### config.mk
export PLATFORM = sky130hd
export DESIGN_NAME = lbsb_sched
export DESIGN_NICKNAME = d
export VERILOG_FILES = /design/src/rtl/lbsb_pkg.sv /design/src/rtl/lbsb_rs_fifo.sv /design/src/rtl/lbsb_store_buf.sv /design/src/rtl/lbsb_sched.sv
export SDC_FILE = /design/constraint.sdc
export NUM_CORES = 1
export LEC_CHECK = 0
export ABC_AREA = 1
export BUFFER_PORTS_ARGS = -buffer_cell sky130_fd_sc_hd__buf_2
export CAP_MARGIN = 10
export CORE_MARGIN = 1
export CORE_UTILIZATION = 50
export CTS_CLUSTER_SIZE = 25
export DETAILED_ROUTE_END_ITERATION = 8
export PLACE_DENSITY = 0.76
export SLEW_MARGIN = 10
export SYNTH_ARGS = -nofsm -noshare
export SYNTH_HDL_FRONTEND = slang
export SYNTH_SLANG_ARGS = --single-unit
### constraint.sdc
create_clock -name clk -period 6.6 [get_ports clk]
set_input_delay 0.33 -clock clk [delete_from_list [all_inputs] [get_ports clk]]
set_output_delay 0.33 -clock clk [all_outputs]
set_load 0.01 [all_outputs]
### src/rtl/lbsb_pkg.sv
package lbsb_pkg;
    typedef enum logic [1:0] {
        GNT_NONE  = 2'd0,
        GNT_LOAD  = 2'd1,
        GNT_STORE = 2'd2
    } port_gnt_e;
endpackage

### src/rtl/lbsb_rs_fifo.sv
// In-order reservation queue; entry freed at the edge closing its issue cycle.
module lbsb_rs_fifo #(
    parameter int DEPTH = 4,
    parameter int W     = 8
) (
    input  logic         clk,
    input  logic         rst_n,
    input  logic         push,
    input  logic [W-1:0] push_data,
    input  logic         pop,
    output logic [W-1:0] head,
    output logic         empty,
    output logic         full
);
    localparam int PW = (DEPTH > 1) ? $clog2(DEPTH) : 1;
    localparam int CW = $clog2(DEPTH + 1);

    logic [W-1:0]  mem [DEPTH];
    logic [PW-1:0] rd_ptr, wr_ptr;
    logic [CW-1:0] cnt;

    function automatic logic [PW-1:0] bump(input logic [PW-1:0] p);
        return (p == PW'(DEPTH - 1)) ? '0 : p + PW'(1);
    endfunction

    assign head  = mem[rd_ptr];
    assign empty = (cnt == '0);
    assign full  = (cnt == CW'(DEPTH));

    always_ff @(posedge clk) begin
        if (!rst_n) begin
            rd_ptr <= '0;
            wr_ptr <= '0;
            cnt    <= '0;
        end else begin
            if (push) begin
                mem[wr_ptr] <= push_data;
                wr_ptr      <= bump(wr_ptr);
            end
            if (pop) rd_ptr <= bump(rd_ptr);
            cnt <= cnt + CW'(push) - CW'(pop);
        end
    end
endmodule

### src/rtl/lbsb_store_buf.sv
// Store buffer: address match for loads, in-order retire marking and drain.
module lbsb_store_buf #(
    parameter int DEPTH = 4,
    parameter int AW    = 16,
    parameter int IW    = 8
) (
    input  logic                  clk,
    input  logic                  rst_n,
    input  logic                  push,
    input  logic [AW-1:0]         push_addr,
    input  logic [IW-1:0]         push_id,
    input  logic                  pop,
    input  logic                  mark,
    input  logic [AW-1:0]         query_addr,
    output logic                  hit,
    output logic                  head_rdy,
    output logic [AW-1:0]         head_addr,
    output logic [IW-1:0]         head_id,
    output logic                  full,
    output logic [$clog2(DEPTH+1)-1:0] count,
    output logic [DEPTH-1:0]      vld,
    output logic [DEPTH*AW-1:0]   addr_flat
);
    localparam int PW = (DEPTH > 1) ? $clog2(DEPTH) : 1;
    localparam int CW = $clog2(DEPTH + 1);

    logic [AW-1:0] addr_q [DEPTH];
    logic [IW-1:0] id_q   [DEPTH];
    logic [PW-1:0] rd_ptr, wr_ptr;
    logic [CW-1:0] rdy_cnt;
    logic          mark_ok;

    function automatic logic [PW-1:0] bump(input logic [PW-1:0] p);
        return (p == PW'(DEPTH - 1)) ? '0 : p + PW'(1);
    endfunction

    // marked entries are always a prefix from the head, so a count suffices
    assign mark_ok   = mark && (rdy_cnt < count);
    assign head_rdy  = (rdy_cnt != '0);
    assign head_addr = addr_q[rd_ptr];
    assign head_id   = id_q[rd_ptr];
    assign full      = (count == CW'(DEPTH));

    generate
        for (genvar g = 0; g < DEPTH; g++) begin : g_flat
            assign addr_flat[g*AW +: AW] = addr_q[g];
        end
    endgenerate

    always_comb begin
        hit = 1'b0;
        for (int i = 0; i < DEPTH; i++)
            if (vld[i] && addr_q[i] == query_addr) hit = 1'b1;
    end

    always_ff @(posedge clk) begin
        if (!rst_n) begin
            rd_ptr  <= '0;
            wr_ptr  <= '0;
            count   <= '0;
            rdy_cnt <= '0;
            vld     <= '0;
        end else begin
            if (push) begin
                addr_q[wr_ptr] <= push_addr;
                id_q[wr_ptr]   <= push_id;
                vld[wr_ptr]    <= 1'b1;
                wr_ptr         <= bump(wr_ptr);
            end
            if (pop) begin
                vld[rd_ptr] <= 1'b0;
                rd_ptr      <= bump(rd_ptr);
            end
            count   <= count + CW'(push) - CW'(pop);
            rdy_cnt <= rdy_cnt + CW'(mark_ok) - CW'(pop);
        end
    end
endmodule

### src/rtl/lbsb_sched.sv
module lbsb_sched
    import lbsb_pkg::*;
#(
    parameter int AW        = 16,
    parameter int IW        = 8,
    parameter int LRS_DEPTH = 4,
    parameter int SRS_DEPTH = 4,
    parameter int SB_DEPTH  = 4,
    parameter int CNT_W     = 16
) (
    input  logic          clk,
    input  logic          rst_n,
    input  logic          disp_valid,
    input  logic          disp_is_store,
    input  logic [AW-1:0] disp_addr,
    input  logic [IW-1:0] disp_id,
    output logic          disp_ready,
    input  logic          retire_pulse,
    output logic          cache_valid,
    output logic          cache_is_store,
    output logic [AW-1:0] cache_addr,
    output logic [IW-1:0] cache_id
);
    localparam int LW  = CNT_W + IW + AW;
    localparam int SW  = IW + AW;
    localparam int SBC = $clog2(SB_DEPTH + 1);

    port_gnt_e gnt;

    logic           ld_in, st_in;
    logic           lrs_empty, lrs_full, srs_empty, srs_full;
    logic           lrs_push, lrs_pop, srs_push, srs_pop;
    logic [LW-1:0]  lrs_head, ld_h;
    logic [SW-1:0]  srs_head, st_h;
    logic           ld_h_v, st_h_v, ld_ok, st_agen;
    logic [AW-1:0]  ld_h_addr, st_h_addr;
    logic [IW-1:0]  ld_h_id, st_h_id;
    logic [CNT_W-1:0] ld_h_stb, order_diff;
    logic [CNT_W-1:0] st_disp_cnt, st_agen_cnt;

    logic                   sb_hit, sb_head_rdy, sb_full, sb_pop;
    logic [AW-1:0]          sb_head_addr;
    logic [IW-1:0]          sb_head_id;
    logic [SBC-1:0]         sb_count;
    logic [SB_DEPTH-1:0]    sb_vld;
    logic [SB_DEPTH*AW-1:0] sb_addr_flat;

    // ready follows the queue of the kind being dispatched
    assign disp_ready = disp_is_store ? !srs_full : !lrs_full;
    assign ld_in      = disp_valid && !disp_is_store && disp_ready;
    assign st_in      = disp_valid &&  disp_is_store && disp_ready;

    // an empty queue exposes the incoming op as its head this cycle
    assign ld_h_v    = !lrs_empty || ld_in;
    assign ld_h      = lrs_empty ? {st_disp_cnt, disp_id, disp_addr} : lrs_head;
    assign ld_h_addr = ld_h[AW-1:0];
    assign ld_h_id   = ld_h[AW +: IW];
    assign ld_h_stb  = ld_h[AW+IW +: CNT_W];

    assign st_h_v    = !srs_empty || st_in;
    assign st_h      = srs_empty ? {disp_id, disp_addr} : srs_head;
    assign st_h_addr = st_h[AW-1:0];
    assign st_h_id   = st_h[AW +: IW];

    // every store older than the load must already have its address
    assign order_diff = st_agen_cnt - ld_h_stb;
    // bypass only when no buffered store shares the address
    assign ld_ok      = ld_h_v && !order_diff[CNT_W-1] && !sb_hit;
    // one store address per cycle, held back by a full buffer
    assign st_agen    = st_h_v && !sb_full;

    // arbitration for the single cache port, loads first
    always_comb begin
        if (ld_ok)            gnt = GNT_LOAD;
        else if (sb_head_rdy) gnt = GNT_STORE;
        else                  gnt = GNT_NONE;
    end

    assign lrs_pop  = (gnt == GNT_LOAD) && !lrs_empty;
    assign lrs_push = ld_in && !(lrs_empty && gnt == GNT_LOAD);
    assign srs_pop  = st_agen && !srs_empty;
    assign srs_push = st_in && !(srs_empty && st_agen);
    assign sb_pop   = (gnt == GNT_STORE);

    lbsb_rs_fifo #(.DEPTH(LRS_DEPTH), .W(LW)) u_ldq (
        .clk(clk), .rst_n(rst_n), .push(lrs_push),
        .push_data({st_disp_cnt, disp_id, disp_addr}), .pop(lrs_pop),
        .head(lrs_head), .empty(lrs_empty), .full(lrs_full)
    );

    lbsb_rs_fifo #(.DEPTH(SRS_DEPTH), .W(SW)) u_stq (
        .clk(clk), .rst_n(rst_n), .push(srs_push),
        .push_data({disp_id, disp_addr}), .pop(srs_pop),
        .head(srs_head), .empty(srs_empty), .full(srs_full)
    );

    lbsb_store_buf #(.DEPTH(SB_DEPTH), .AW(AW), .IW(IW)) u_sb (
        .clk(clk), .rst_n(rst_n), .push(st_agen), .push_addr(st_h_addr),
        .push_id(st_h_id), .pop(sb_pop), .mark(retire_pulse),
        .query_addr(ld_h_addr), .hit(sb_hit), .head_rdy(sb_head_rdy),
        .head_addr(sb_head_addr), .head_id(sb_head_id), .full(sb_full),
        .count(sb_count), .vld(sb_vld), .addr_flat(sb_addr_flat)
    );

    // state register: program-order store counters
    always_ff @(posedge clk) begin
        if (!rst_n) begin
            st_disp_cnt <= '0;
            st_agen_cnt <= '0;
        end else begin
            st_disp_cnt <= st_disp_cnt + CNT_W'(st_in);
            st_agen_cnt <= st_agen_cnt + CNT_W'(st_agen);
        end
    end

    // output process
    always_comb begin
        cache_valid    = 1'b0;
        cache_is_store = 1'b0;
        cache_addr     = '0;
        cache_id       = '0;
        unique case (gnt)
            GNT_LOAD: begin
                cache_valid = 1'b1;
                cache_addr  = ld_h_addr;
                cache_id    = ld_h_id;
            end
            GNT_STORE: begin
                cache_valid    = 1'b1;
                cache_is_store = 1'b1;
                cache_addr     = sb_head_addr;
                cache_id       = sb_head_id;
            end
            default: ;
        endcase
    end
endmodule

==> results of run 1 <==
[flip-flops by register name, indices dropped and copies added (netlist names), 3 cells and up, named ones only]
register      cells
u_ldq.cnt         3
st_disp_cnt      16
u_stq.mem        96
u_ldq.mem       160
u_sb.addr_q      64
u_stq.cnt         3
u_sb.id_q        32
st_agen_cnt      16
u_sb.count        3
u_sb.rdy_cnt      3
u_sb.vld          4
[kinds of logic (layout without fill, tap and decap cells)]
kind of cell             after synthesis  count (layout)  synth area share
AO/OA/AOI/OAI                        349             349           0.09889
AND/OR/NAND/NOR                      793             793            0.1780
XOR/XNOR                              13              13          0.005928
other                                  0               2                 0
buffers and inverters                301             375           0.06397
adder cells (fa/ha/maj)               50              50           0.03413
flip-flops                           418             418            0.6191
[critical path: stages, from the launching register on]
cell and delay, ns:
dfxtp_2 0.33, buf_4 0.66, o21ai_0 0.21, o221ai_1 0.21
o21ai_0 0.12, ha_1 0.30, a21oi_1 0.13, nor2_1 0.05
a211oi_1 0.16, nand2_1 0.07, nand2_1 0.07, nand2_1 0.06
nand2_1 0.07, nand2_1 0.16, nor2_8 0.26, nand2_8 0.14
nand2_4 0.12, inv_4 0.15, ha_1 0.32, inv_1 0.04
ha_1 0.20, fa_1 0.38, or2_2 0.30, a21oi_1 0.12
[worst paths after layout]
| check | end | cells past startpoint |
|---|---|---|
| worst max-delay path | u_sb.rdy_cnt[2] | 23 |
| worst min-delay path | u_stq.mem[1][14] | 1 |
| worst min register to register | st_agen_cnt[15] | 1 |
| worst max register to register | u_sb.rdy_cnt[2] | 23 |
[cells in the final DEF, fill, tap and decap left out, types with 45 or more instances in the layout]
master,n
nand3_1,121
a21oi_1,61
edfxtp_1,352
nand2_1,352
ha_1,46
o21ai_0,200
inv_1,211
clkbuf_16,45
nor2_1,232
dfxtp_1,65
buf_2,55
[per-layer routing]
layer	GRT usage	vias to the layer above	wire length [um]
met2	0.4484	665	24480
li1	-	6642	-
met1	0.3103	6790	18700
met3	0.04139	141	3939
met4	0.1260	2	2364
met5	0	-	13
[cell type report]
cell class	count	area, um^2
Fill cell	3080	16350
Multi-Input combinational cell	1205	6155
Inverter	222	835.8
Timing Repair Buffer	77	440.4
Tap cell	511	639.4
Antenna cell	2	5.005
Clock inverter	19	225.2
Sequential cell	418	11890
Clock buffer	57	1211
[stage by stage]
stage	instance area [um^2]	power, W	setup slack [ns]	cells
3_3_place_gp	19960	0.006574	2.044	2433
3_5_place_dp	19960	0.006668	1.880	2433
5_1_grt	21400	0.009626	1.460	2509
6_report	21400	0.009134	1.848	2511
4_1_cts	21400	0.009146	1.856	2509
2_1_floorplan	19210	0.005610	1.734	1924
[power groups by stage]
stage	clock, W	sequential [W]	combinational, W
floorplan	0	0.00339	0.00222
global placement	0	0.00343	0.00314
detailed placement	0	0.00344	0.00322
CTS	0.00251	0.00339	0.00325
global route	0.00260	0.00341	0.00361
finish	0.00248	0.00339	0.00326
==> results.toml, run 1 <==
[status]
status = "finished clean"

[critical_path]
critical_path_class = "reg2reg"
crit_path_end_kind = "flop"
critPathMaxFanout = 82
cp.required_ns = 7.07
worstPathArrival_ns = 5.22
critPathLaunchType = "flop"
rrSetupSlack_ns = 1.85

[pwr]
p_sw_w = 0.003456
seq_power_share = 0.372
combPwrFrac = 0.357
cellLeakagePower_nw = 8.410
power_density_nw_per_um2 = 426.7
clkPwrFrac = 0.272
peakVddDrop_v = 0.0002331
intPower_w = 0.005678
p_sw_frac = 0.3784

[clocking]
cts_buffers = 43
clkTransAtPathRegs_ns = 0.06
ctsHoldBuffers = 0
htree_levels = 2
clockBufferDepth = 3
clock_latency_ns = 0.55
cts.sinks = 418
post_cts_buffers = 0
cts_tree = "yes"
cts-resized-gates = 0
cts-root-buf = "clkbuf_16"

[synth]
yosysTopAreaCell = "edfxtp_1"
ys.flop_type = "edfxtp_1"
syn_area_um2 = 19210
syn_avg_cell_area_um2 = 9.983
ys_warn_count = 0
synth_edf_count = 352
synth_seq_area_share = 0.6191
synthArstFlopShare = 0
synth.net_count = 2003
synthTopCellsByArea = "edfxtp_1 (55%), dfxtp_1 (6.9%), nand2_1 (6.9%), o21ai_0 (5.2%), nor2_1 (4.7%)"
ys_top_cells_by_count = "edfxtp_1 (352), nand2_1 (352), nor2_1 (243)"
synth.distinct_cells = 47
netlist.area_leader.share = 0.5503
synth-seq-cells = 418
synth_cells = 1924

[placed_design]
dp_hpwl_um = 32300
gp_congestion = 1.005
io_buffers = 55

[floorplan]
dieArea_um2 = 39200
die-height_um = 198.0
core-area_um2 = 37760
die_w_um = 198.0
num_io_pins = 56
rows = 71
initial_core_util = 0.5087

[global_routing]
antenna_found_initial = 1
grt_max_degree = 83
grt_pass1_vias = 14262
grt_pass1_wl_um = 76680
gr-total-overflow = 0
grt_usage = 0.2575

[sta]
tightest_slew_ns = 1.014
timing.setup.tns_ns = 0
max_freq_mhz = 210.4
layout_min_cycle_time_ns = 4.752
rsz0062_at_grt = "false"
finalCritPeriodShare = 0.7201
whs_ns = 0.08140
slew_violations = 0
hold_viol = 0
clock_skew_ns = 0.01159
setup_viol = 0
max-slew-margin-rel = 0.3234

[routing]
wirelength_um = 49500
wire_per_inst_um = 19.71
drc = 0
vias = 14240
via_per_inst = 5.671
postRouteAntennaNets = 0
dr.pass1.iters = 5
drt_iter0_markers = 1355

[layout]
nets = 2046
final_util = 0.5669
area_growth_pct = 11.44
drive_gt1_frac = 0.09610

[hold_path]
hold_path.class = "in2reg"
min_from = "disp_addr[14]"

[run]
max_cap_viol_count = 0
Note: power is estimated with default switching activity, not from simulation.
==> run 2: changes to the inputs <==
Clock period 6.6 ns to 4.9 ns, I/O delays scaled along.
==> results.toml, run 2 (same netlist as run 1, synthesis figures left out) <==
[critical_path]
cp.required_ns = 4.66
worstPathArrival_ns = 4.39
critPathMaxFanout = 36
slowest_delay_ns = 0.49
cp_top_family = "simple AND/OR/NAND/NOR gates"
critPathLaunchType = "flop"
cpMostUsedCell = "nand2_1"
crit_buf_inv = 5
critical_path_class = "reg2out"
crit_path_end_kind = "output port"
cp_cell_sequence = "buf_6 -> o21ai_0 -> o221ai_1 -> o21ai_0 -> ha_1 -> nand2_1 -> inv_1 -> nand3_1 -> a31oi_1 -> nor2_1 -> nand2_1 -> nand2_1 -> nand2_1 -> nor2_8 -> nand2_8 -> nand2_4 -> inv_4 -> buf_4 -> nand2_1 -> nand3_1 -> buf_2"
crit_slowest_cell = "dfxtp_2"

[sta]
rsz0062_at_grt = "false"
finalCritPeriodShare = 0.9462
hold_viol = 0
layout_min_cycle_time_ns = 4.636
clock_skew_ns = 0.01518
setup_viol = 0
tightest_slew_ns = 1.219
max_freq_mhz = 215.7
max-slew-margin-rel = 0.1868
slew_violations = 0
timing.setup.tns_ns = 0

[layout]
largest_reg_flops = 160
reg_top3 = "u_ldq.mem (160), u_stq.mem (96), u_sb.addr_q (64)"
final_cell_mix = "nand2_1 (352), edfxtp_1 (352), nor2_1 (232)"
drive_gt1_frac = 0.1018
largest_register = "u_ldq.mem"
nets = 2057
area_growth_pct = 12.40

[pwr]
power_density_nw_per_um2 = 576.4
clkPwrFrac = 0.272
p_sw_w = 0.004734
cellLeakagePower_nw = 8.500
seq_power_share = 0.366
p_sw_frac = 0.3804
combPwrFrac = 0.362
peakVddDrop_v = 0.0003702
power_w = 0.01244
intPower_w = 0.007710

[clocking]
clkTransAtPathRegs_ns = 0.06
clock_latency_ns = 0.56
cts-root-buf = "clkbuf_16"
cts_tree = "yes"
clockBufferDepth = 3
cts_buffers = 44
post_cts_buffers = 0
cts.sinks = 418
htree_levels = 2

[run]
max_cap_viol_count = 0

[global_routing]
antenna_found_initial = 1
grt_pass1_vias = 14272
gr-total-overflow = 0
grt_max_degree = 51
grt_usage = 0.2579
grt_pass1_wl_um = 77100

[routing]
dr.pass1.iters = 7
via_per_inst = 5.721
postRouteAntennaNets = 0
wire_per_inst_um = 19.61
wirelength_um = 49540
drc = 0
drt_iter0_markers = 1415
vias = 14452

[floorplan]
initial_core_util = 0.5087
die_w_um = 198.0
core-area_um2 = 37760
rows = 71
dieArea_um2 = 39200
num_io_pins = 56
die-height_um = 198.0

[status]
status = "finished clean"

[placed_design]
dp_hpwl_um = 32490
gp_congestion = 0.9945
io_buffers = 55

[hold_path]
hold_path.class = "in2reg"
==> run 2: repair_timing <==
item                       CTS  global route
setup endpoints to repair    0            13
resized for setup            0             4
hold endpoints to repair     8             0
hold buffers                 1             0
==> run 2: stage by stage <==
stage / setup slack (ns) / instances / utilization / area (um^2) / hold slack (ns)
floorplan: 0.03421 / 1924 / - / 19210 / 0.3439
global placement: 0.5933 / 2442 / 0.5318 / 20080 / 0.4473
detailed placement: 0.4972 / 2442 / 0.5318 / 20080 / 0.4717
CTS: 0.2507 / 2524 / 0.5714 / 21570 / 0.0003119
global route: 0.03680 / 2524 / 0.5717 / 21580 / 0.02318
finish: 0.2637 / 2526 / 0.5718 / 21590 / 0.02634
==> run 2: metal layers <==
metal | up-vias | wire length (um) | share of wire | track usage
li1 | 6664 | - | - | -
met1 | 6892 | 19340 | 0.39 | 0.3248
met2 | 747 | 23840 | 0.48 | 0.4332
met3 | 149 | 4094 | 0.083 | 0.03815
met4 | 0 | 2269 | 0.046 | 0.1312
met5 | - | 0 | 0 | 0
==> run 2: worst reg2reg max path, stage by stage (launching register included) <==
cell,delay [ns]
dfxtp_2,0.49
buf_6,0.30
o21ai_0,0.14
o221ai_1,0.24
o21ai_0,0.14
ha_1,0.32
nand2_1,0.05
inv_1,0.09
nand3_1,0.08
a31oi_1,0.14
nor2_1,0.07
nand2_1,0.07
nand2_1,0.05
nand2_1,0.26
nor2_8,0.12
nand3_2,0.15
clkinv_1,0.34
ha_1,0.43
inv_1,0.05
ha_1,0.21
fa_1,0.36
inv_1,0.08
o21ai_0,0.11
a21oi_1,0.15
==> run 2: area by class of cell <==
class	instances	area, um^2
antenna	2	5.005
clock buffer	65	1316
clock inverter	16	168.9
fill	3094	16170
inverter	222	838.3
multi-input combinational	1205	6140
sequential	418	11890
tap	511	639.4
timing repair buffer	87	588.1
==> run 2: path summary, 6_finish.rpt <==
path / startpoint / to / slack (ns) / cells past startpoint
worst min register to register: st_agen_cnt[15] / st_agen_cnt[15] / 0.49 / 1
worst min-delay path: disp_id[5] / u_stq.mem[3][21] / 0.03 / 1
worst max register to register: flop / u_ldq.cnt[2] / 0.40 / 23
worst max-delay path: flop / cache_id[2] / 0.26 / 21
==> run 2: power groups by stage <==
stage	logic [W]	clock network, W	registers (W)
5_1_grt	0.00497	0.00355	0.00457
4_1_cts	0.00444	0.00342	0.00454
2_1_floorplan	0.00299	0	0.00456
3_3_place_gp	0.00428	0	0.00460
3_5_place_dp	0.00440	0	0.00461
6_report	0.00451	0.00339	0.00455
==> run 3: changes to the inputs <==
Settings changed: CELL_PAD_IN_SITES_DETAIL_PLACEMENT set to 1, CELL_PAD_IN_SITES_GLOBAL_PLACEMENT set to 1, PLACE_DENSITY 0.76 to 0.9.
Clock period 4.9 ns to 5.6 ns, I/O delays scaled along.
==> results.toml, run 3 (same netlist as run 1, synthesis figures left out) <==
[routing]
wirelength_um = 64060
via_per_inst = 6.056
drt_iter0_markers = 1272
drc = 0
vias = 15274
dr.pass1.iters = 5
postRouteAntennaNets = 0
wire_per_inst_um = 25.40

[floorplan]
dieArea_um2 = 39200
die_w_um = 198.0
die-height_um = 198.0
initial_core_util = 0.5087
core-area_um2 = 37760
num_io_pins = 56
rows = 71

[sta]
slew_violations = 0
hold_viol = 0
max_freq_mhz = 200.4
timing.setup.tns_ns = 0
tightest_slew_ns = 1.083
clock_skew_ns = 0.03435
layout_min_cycle_time_ns = 4.990
max-slew-margin-rel = 0.2770
finalCritPeriodShare = 0.8910
setup_viol = 0
rsz0062_at_grt = "false"
worst_slack_ns = 0.6103

[layout]
final_cell_mix = "nand2_1 (352), edfxtp_1 (352), nor2_1 (232)"
fin_area_um2 = 21560
largest_reg_flops = 160
reg_top3 = "u_ldq.mem (160), u_stq.mem (96), u_sb.addr_q (64)"
nets = 2052
largest_register = "u_ldq.mem"
area_growth_pct = 12.27
drive_gt1_frac = 0.09960

[placed_design]
place_area_um2 = 20050
io_buffers = 55
dpl_worst_slack_ns = 0.8262
dp_hpwl_um = 39710
gp_congestion = 0.9269

[clocking]
cts-resized-gates = 0
htree_levels = 2
clock_latency_ns = 0.60
cts.sinks = 418
cts_tree = "yes"
cts_buffers = 44
clockBufferDepth = 3
clkTransAtPathRegs_ns = 0.07
cts-root-buf = "clkbuf_16"

[run]
max_cap_viol_count = 0

[global_routing]
gr-total-overflow = 0
grt_pass1_wl_um = 97060
grt_pass1_vias = 16422
antenna_found_initial = 5
grt_max_degree = 51
grt_usage = 0.3343

[hold_path]
min_from = "disp_addr[9]"
worstHoldEndpoint = "u_stq.mem[0][9]"
min_path_cells = 1
hold_path.class = "in2reg"

[pwr]
intPower_w = 0.006824
p_sw_w = 0.004561
p_sw_frac = 0.4006
peakVddDrop_v = 0.0003256
power_density_nw_per_um2 = 528.0
seq_power_share = 0.353
cellLeakagePower_nw = 8.469
combPwrFrac = 0.374
clkPwrFrac = 0.273

[critical_path]
worstPathArrival_ns = 5.49
crit_path_end_kind = "flop"
critPathLaunchType = "flop"
critPathMaxFanout = 42
crit-reg2reg-capture = "u_ldq.cnt[2]"
critical_path_class = "reg2reg"
reg2reg_depth = 22
rrSetupSlack_ns = 0.61
cp.required_ns = 6.10

[status]
status = "finished clean"
-- run 3: cell count changes in the layout (fill, tap and decap cells not counted), moves of 3 or more --
cell       previous run  this run
bufinv_16             3         6
clkbuf_16            49        44
clkbuf_8              3         7
nor2_2                7         2
nor2_4                5        10
-- run 3: through the flow --
step                      total power [W]  utilization  std cells  hold WS, ns
after floorplan                  0.006612            -       1924       0.3789
after global placement           0.007797       0.5311       2437       0.4455
after detailed placement         0.008124       0.5311       2437       0.4758
after CTS                         0.01133       0.5710       2519     0.003057
after global routing              0.01185       0.5712       2522      0.03294
final                             0.01139       0.5712       2522      0.02526
-- run 3: final cells by class --
cell class                      count  area, um^2
Multi-Input combinational cell   1205        6165
Sequential cell                   418       11890
Inverter                          222       835.8
Clock inverter                     17       247.7
Timing Repair Buffer               82       530.5
Fill cell                        4114       16190
Antenna cell                        3       7.507
Tap cell                          511       639.4
Clock buffer                       64        1246
-- run 3: per-layer routing --
metal	share of wire	up-vias	track usage
met5	0.00044	-	0
met4	0.054	4	0.1872
met3	0.071	242	0.05672
met2	0.52	776	0.5944
met1	0.36	7597	0.3809
li1	-	6655	-
-- run 3: worst max-delay path: stages, from the launching register on --
cell      delay [ns]
dfxtp_1         0.38
buf_4           0.47
o21ai_0         0.20
o221ai_1        0.20
o21ai_0         0.12
ha_1            0.33
a21oi_1         0.16
nor2_1          0.09
a211oi_1        0.23
nand2_1         0.13
nand2_1         0.10
nand3_1         0.09
nand2_1         0.23
nor2_8          0.11
nand3_2         0.16
clkinv_1        0.34
ha_1            0.42
inv_1           0.04
ha_1            0.20
fa_1            0.37
inv_1           0.10
o21ai_0         0.14
a21oi_1         0.25
-- run 3: timing repair --
action / 4_1_cts / 5_1_grt
endpoints found under the setup margin: 0 / 0
hold endpoints to repair: 1 / 0
buffers inserted: 0 / 0
hold buffers: 1 / 0
-- run 3: worst max path at each step --
stage	start	endpoint	slack, ns	cells past startpoint
2_1_floorplan	u_ldq.cnt[1]	u_ldq.mem[0][0]	0.73	20
3_3_place_gp	flop	u_sb.rdy_cnt[2]	1.20	23
3_5_place_dp	flop	u_sb.rdy_cnt[2]	0.83	23
4_1_cts	flop	u_ldq.cnt[2]	0.67	22
5_1_grt	flop	u_ldq.cnt[2]	0.37	22
6_report	flop	u_ldq.cnt[2]	0.61	22
-- run 3: power groups by stage --
stage | Sequential [W] | Clock (W) | Combinational (W)
2_1_floorplan | 0.00399 | 0 | 0.00262
3_3_place_gp | 0.00404 | 0 | 0.00376
3_5_place_dp | 0.00406 | 0 | 0.00406
4_1_cts | 0.00401 | 0.00312 | 0.00420
5_1_grt | 0.00404 | 0.00322 | 0.00460
6_report | 0.00402 | 0.00311 | 0.00426
